<file path="config.mk">
export PLATFORM = sky130hd
export DESIGN_NAME = narrow_alu_decode
export DESIGN_NICKNAME = d
export VERILOG_FILES = /design/src/rtl/nad_pkg.sv /design/src/rtl/nad_decode.sv /design/src/rtl/nad_stage.sv /design/src/rtl/narrow_alu_decode.sv
export SDC_FILE = /design/constraint.sdc
export NUM_CORES = 1
export LEC_CHECK = 0
export ABC_CLOCK_PERIOD_IN_PS = 2400
export BUFFER_PORTS_ARGS = -buffer_cell sky130_fd_sc_hd__buf_2
export CORE_UTILIZATION = 45
export CTS_CLUSTER_DIAMETER = 120
export DETAILED_ROUTE_END_ITERATION = 12
export PLACE_DENSITY = 0.73
export SLEW_MARGIN = 15
export SYNTH_ARGS = -nofsm -noshare
export SYNTH_HDL_FRONTEND = slang
export SYNTH_SLANG_ARGS = --single-unit
</file>
<file path="constraint.sdc">
create_clock -name clk -period 2.4 [get_ports clk]
set_clock_uncertainty 0.05 [all_clocks]
set_input_delay 0.48 -clock clk [delete_from_list [all_inputs] [get_ports clk]]
set_output_delay 0.48 -clock clk [all_outputs]
set_load 0.005 [all_outputs]
</file>
<file path="src/rtl/nad_pkg.sv">
package nad_pkg;
    localparam int INSN_W   = 16;
    localparam int IDX_W    = 5;
    localparam int IMM_W    = 8;
    localparam int SHAMT_W  = 5;
    localparam logic [IDX_W-1:0] ZERO_IDX = IDX_W'(1 << (IDX_W - 1));

    typedef enum logic [1:0] {
        OP_MOV = 2'd0,
        OP_ADD = 2'd1,
        OP_SUB = 2'd2,
        OP_CMP = 2'd3
    } alu_op_e;

    typedef enum logic [1:0] {
        SH_LSL = 2'd0,
        SH_LSR = 2'd1,
        SH_ASR = 2'd2,
        SH_ROR = 2'd3
    } shift_e;

    typedef struct packed {
        logic                valid;
        alu_op_e             op;
        logic [IDX_W-1:0]    dst;
        logic [IDX_W-1:0]    src1;
        logic [IDX_W-1:0]    src2;
        logic [IMM_W-1:0]    imm;
        logic                use_imm;
        shift_e              shtype;
        logic [SHAMT_W-1:0]  shamt;
        logic                setflags;
        logic                wb;
    } uop_t;
endpackage

</file>
<file path="src/rtl/nad_decode.sv">
module nad_decode
    import nad_pkg::*;
(
    input  logic [INSN_W-1:0] insn,
    output uop_t              uop
);
    logic [2:0] grp_code;
    logic [2:0] f_lo;
    logic [2:0] f_mid;
    logic [2:0] f_hi;
    logic [2:0] f_top;

    assign grp_code = insn[13:11];
    assign f_lo     = insn[2:0];
    assign f_mid    = insn[5:3];
    assign f_hi     = insn[8:6];
    assign f_top    = insn[10:8];

    always_comb begin
        uop       = '0;
        uop.valid = (insn[15:14] == 2'b00);
        case (grp_code)
            3'b000, 3'b001, 3'b010: begin
                uop.op     = OP_MOV;
                uop.dst    = IDX_W'(f_lo);
                uop.src1   = ZERO_IDX;
                uop.src2   = IDX_W'(f_mid);
                uop.shtype = shift_e'(grp_code[1:0]);
                uop.shamt  = insn[10:6];
                uop.wb     = 1'b1;
            end
            3'b011: begin
                uop.op   = insn[9] ? OP_SUB : OP_ADD;
                uop.dst  = IDX_W'(f_lo);
                uop.src1 = IDX_W'(f_mid);
                uop.wb   = 1'b1;
                if (insn[10]) begin
                    uop.use_imm = 1'b1;
                    uop.imm     = IMM_W'(f_hi);
                end else begin
                    uop.src2 = IDX_W'(f_hi);
                end
            end
            3'b100: begin
                uop.op      = OP_MOV;
                uop.dst     = IDX_W'(f_top);
                uop.src1    = ZERO_IDX;
                uop.imm     = insn[7:0];
                uop.use_imm = 1'b1;
                uop.wb      = 1'b1;
            end
            3'b101: begin
                uop.op       = OP_CMP;
                uop.dst      = ZERO_IDX;
                uop.src1     = IDX_W'(f_top);
                uop.imm      = insn[7:0];
                uop.use_imm  = 1'b1;
                uop.setflags = 1'b1;
            end
            default: begin
                uop.op      = insn[11] ? OP_SUB : OP_ADD;
                uop.dst     = IDX_W'(f_top);
                uop.src1    = IDX_W'(f_top);
                uop.imm     = insn[7:0];
                uop.use_imm = 1'b1;
                uop.wb      = 1'b1;
            end
        endcase
    end
endmodule

</file>
<file path="src/rtl/nad_stage.sv">
module nad_stage
    import nad_pkg::*;
(
    input  logic clk,
    input  logic rst_n,
    input  logic in_valid,
    output logic in_ready,
    input  uop_t in_uop,
    input  logic out_ready,
    output uop_t out_uop
);
    uop_t stage_d;
    uop_t stage_q;
    logic take_d;

    assign in_ready = !stage_q.valid || out_ready;
    assign take_d   = in_valid && in_ready;
    assign out_uop  = stage_q;

    always_comb begin
        stage_d = stage_q;
        if (stage_q.valid && out_ready) begin
            stage_d.valid = 1'b0;
        end
        if (take_d) begin
            stage_d = in_uop;
        end
    end

    always_ff @(posedge clk) begin
        if (!rst_n) begin
            stage_q <= '0;
        end else begin
            stage_q <= stage_d;
        end
    end

    p_hold_r9: assert property (@(posedge clk) disable iff (!rst_n)
        (stage_q.valid && !out_ready) |=> (stage_q.valid && $stable(stage_q)));

    p_drain_r10: assert property (@(posedge clk) disable iff (!rst_n)
        (stage_q.valid && out_ready && !in_valid) |=> !stage_q.valid);

    p_drop_r1: assert property (@(posedge clk) disable iff (!rst_n)
        (in_valid && in_ready && !in_uop.valid) |=> !stage_q.valid);
endmodule

</file>
<file path="src/rtl/narrow_alu_decode.sv">
module narrow_alu_decode
    import nad_pkg::*;
(
    input  logic               clk,
    input  logic               rst_n,
    input  logic               in_valid,
    output logic               in_ready,
    input  logic [15:0]        in_insn,
    input  logic               out_ready,
    output logic               out_valid,
    output logic [1:0]         out_op,
    output logic [4:0]         out_dst,
    output logic [4:0]         out_src1,
    output logic [4:0]         out_src2,
    output logic [7:0]         out_imm,
    output logic               out_use_imm,
    output logic [1:0]         out_shtype,
    output logic [4:0]         out_shamt,
    output logic               out_setflags,
    output logic               out_wb
);
    uop_t dec_uop;
    uop_t reg_uop;

    nad_decode i_decode (
        .insn (in_insn),
        .uop  (dec_uop)
    );

    nad_stage i_stage (
        .clk       (clk),
        .rst_n     (rst_n),
        .in_valid  (in_valid),
        .in_ready  (in_ready),
        .in_uop    (dec_uop),
        .out_ready (out_ready),
        .out_uop   (reg_uop)
    );

    assign out_valid    = reg_uop.valid;
    assign out_op       = reg_uop.op;
    assign out_dst      = reg_uop.dst;
    assign out_src1     = reg_uop.src1;
    assign out_src2     = reg_uop.src2;
    assign out_imm      = reg_uop.imm;
    assign out_use_imm  = reg_uop.use_imm;
    assign out_shtype   = reg_uop.shtype;
    assign out_shamt    = reg_uop.shamt;
    assign out_setflags = reg_uop.setflags;
    assign out_wb       = reg_uop.wb;

    p_cmp_no_wb_r6: assert property (@(posedge clk) disable iff (!rst_n)
        (out_valid && out_op == 2'd3) |-> (!out_wb && out_setflags && out_dst == ZERO_IDX));

    p_flag_xor_wb_r8: assert property (@(posedge clk) disable iff (!rst_n)
        out_valid |-> (out_wb != out_setflags));

    p_mov_zero_src_r5: assert property (@(posedge clk) disable iff (!rst_n)
        (out_valid && out_op == 2'd0) |-> (out_src1 == ZERO_IDX));

    p_load_r10: assert property (@(posedge clk) disable iff (!rst_n)
        (in_valid && in_ready && in_insn[15:14] == 2'b00) |=> out_valid);
endmodule

</file>
==> impl_metrics.env <==
export IMPL_status="finished clean"
export IMPL_power_density_nw_per_um2=585
export IMPL_r2r_end="i_stage.out_uop[30]$_SDFFE_PN0P_"
export IMPL_grt_setup_unrepaired="no"
export IMPL_postCtsSetupBuffers=0
export IMPL_grt_overflow=0
export IMPL_syn_inst=166
export IMPL_dr_total_vias=1437
export IMPL_fmax_ghz=0.526
export IMPL_post_cts_resized=0
export IMPL_hold_path_depth=3
export IMPL_rrSetupSlack_ns=0.78
export IMPL_async_flop_share=0
export IMPL_drc_errors=0
export IMPL_relSlewSlack=0.528
export IMPL_startpoint_type="register"
export IMPL_avgRoutedWirePerCell_um=14.7
export IMPL_end_kind="output port"
export IMPL_antenna_left=0
export IMPL_numCtsBuffers=5
export IMPL_ys_seq_area_frac=0.443
export IMPL_postPlaceCellArea_um2=1700
export IMPL_grt_pass1_wl_mm=5.81
export IMPL_hold_class="input pin to register"
export IMPL_ys_types=33
export IMPL_min_period_over_period=0.793
export IMPL_drt_wl_total_mm=3.76
export IMPL_path_max_fanout=13
export IMPL_cts_tree="yes"
export IMPL_regToRegStartpoint="i_stage.out_uop[35]$_SDFFE_PN0P_"
export IMPL_p_leak_nw=0.783
export IMPL_dr_pass1_iters=6
export IMPL_setup_viol=0
export IMPL_timing_final_hold_violations=0
export IMPL_clk_pin_slew_ns=0.09
export IMPL_drtIter0Drc=78
export IMPL_dp_hpwl_mm=2.64
export IMPL_clk_latency_ns=0.33
export IMPL_synth_edf_count=0
export IMPL_slew_violations=0
export IMPL_syn_avg_cell_area_um2=8.71
export IMPL_io_pins=57
export IMPL_tightest_slew_ns=0.707
export IMPL_fp_dieW_um=58.7
export IMPL_grt_max_degree=31
export IMPL_synth_area_um2=1450
export IMPL_vias_per_cell=5.64
export IMPL_core_um2=3050
export IMPL_root_buffer="clkbuf_4"
export IMPL_maxCapViolations=0
export IMPL_layout_nets=231
export IMPL_cts_max_level=2
export IMPL_clockBufferDepth=2
export IMPL_synth_seq_cells=32
export IMPL_reg2regPathDepth=6
export IMPL_portBuffers=52
export IMPL_yosysWarnings=0
export IMPL_syn2layout_area_growth_pct=20.6
export IMPL_largest_reg_flops=32
export IMPL_hold_end="i_stage.out_uop[35]$_SDFFE_PN0P_"
export IMPL_die_y_um=58.7
export IMPL_die_area_um2=3450
export IMPL_vdd_ir_drop_worst_v=0.000432
export IMPL_gp_congestion=0.852
export IMPL_synth_ff_type="dfxtp_1"
export IMPL_drive_above_1_share=0.313
export IMPL_fp_row_count=20
export IMPL_antenna_found_initial=0
export IMPL_cts_hold_buf=0
export IMPL_min_from="in_insn[14]"
export IMPL_worst_ep_required_time_ns=1.87
export IMPL_period_minus_slack_ns=1.90
export IMPL_fin_tns_setup_ns=0
export IMPL_fin_area_um2=1740
export IMPL_start_util=0.474
export IMPL_grt_use_total=0.228
export IMPL_critPathKind="register to output port"
export IMPL_first_global_vias=1242
export IMPL_final_util=0.571
export IMPL_cts_sinks=32
export IMPL_antenna_cells=0
export IMPL_critical_path_arrival_ns=1.37
[cells by family after synthesis]
logic type      synth area share
compound gates             0.302
other cells              0.00259
flops                      0.443
simple gates               0.164
buf+inv                   0.0882
[cell usage after synthesis (2+ instances only)]
cell type | count | area share
nor2_1 | 3 | 0.0078
buf_2 | 9 | 0.031
a22oi_1 | 3 | 0.016
nor2b_1 | 2 | 0.0086
o211a_1 | 4 | 0.028
nand4b_1 | 5 | 0.030
o32ai_1 | 3 | 0.018
inv_1 | 5 | 0.013
a21oi_1 | 21 | 0.073
dfxtp_1 | 32 | 0.44
a211oi_1 | 4 | 0.021
o21ai_0 | 9 | 0.031
nand2b_1 | 4 | 0.017
nand4_1 | 6 | 0.026
clkbuf_1 | 8 | 0.021
nand2_1 | 13 | 0.034
a311oi_1 | 6 | 0.036
nand3_1 | 5 | 0.017
o22ai_1 | 3 | 0.013
buf_4 | 4 | 0.021
o211ai_1 | 3 | 0.016
o2111ai_1 | 3 | 0.018
[power breakdown]
part | internal [mW] | total [mW] | switching, mW
sequential | 0.560 | 0.574 | 0.0142
clock | 0.108 | 0.279 | 0.171
combinational | 0.0700 | 0.167 | 0.0966
total | 0.738 | 1.02 | 0.282
[critical path, cell delays in order (launching register included)]
cell	delay, ns
dfxtp_1	0.31
nor2b_1	0.12
buf_4	0.16
inv_1	0.27
buf_2	0.18
[layout by cell type, fill, tap and decap left out, drive strengths merged]
cell type,Yosys,layout
a211o,1,1
a211oi,4,4
a21oi,22,22
a22oi,3,3
a311oi,6,6
and4bb,1,1
buf,13,56
clkbuf,8,6
clkinv,0,1
conb,1,4
dfxtp,32,32
inv,6,6
nand2,13,13
nand2b,4,4
nand3,5,5
nand3b,1,1
nand4,6,6
nand4b,5,5
nor2,3,3
nor2b,2,2
o2111ai,3,3
o211a,4,4
o211ai,3,3
o21ai,9,9
o221a,2,2
o22ai,3,3
o31ai,1,1
o32ai,3,3
or3,1,1
or4,1,1
[area by class of cell]
class	instances	area [µm²]
fill	305	1310
multi-input combinational	110	689
sequential	32	641
timing repair buffer	56	290
tap	44	55.1
clock buffer	6	41.3
inverter	6	22.5
clock inverter	1	5.00
[metal layers]
layer  vias up  GRT usage  part of all wire
li1        707          -                 -
met1       662      0.297              0.46
met2        63      0.358              0.46
met3         5     0.0747             0.069
met4         0     0.0782             0.012
met5         -          0                 0
[worst max-delay path by stage]
stage | to | slack (ns) | startpoint | cells after the start
2_1_floorplan | in_ready | 0.93 | out_ready | 3
3_3_place_gp | in_ready | 0.67 | out_ready | 5
3_5_place_dp | i_stage.out_uop[28]$_SDFFE_PN0P_ | 0.60 | out_ready | 7
4_1_cts | in_ready | 0.49 | i_stage.out_uop[35]$_SDFFE_PN0P_ | 4
5_1_grt | in_ready | 0.38 | i_stage.out_uop[35]$_SDFFE_PN0P_ | 4
6_report | in_ready | 0.50 | i_stage.out_uop[35]$_SDFFE_PN0P_ | 4
[stage by stage]
step	power, mW	setup slack (ns)	std cells	hold WS [ns]
after global placement	0.747	0.675	248	0.404
after global routing	1.08	0.382	255	0.364
after floorplan	0.685	0.933	169	0.413
after detailed placement	0.752	0.603	248	0.418
after CTS	1.03	0.488	255	0.356
final	1.02	0.497	255	0.355
Power figures use the tool's default switching activity.
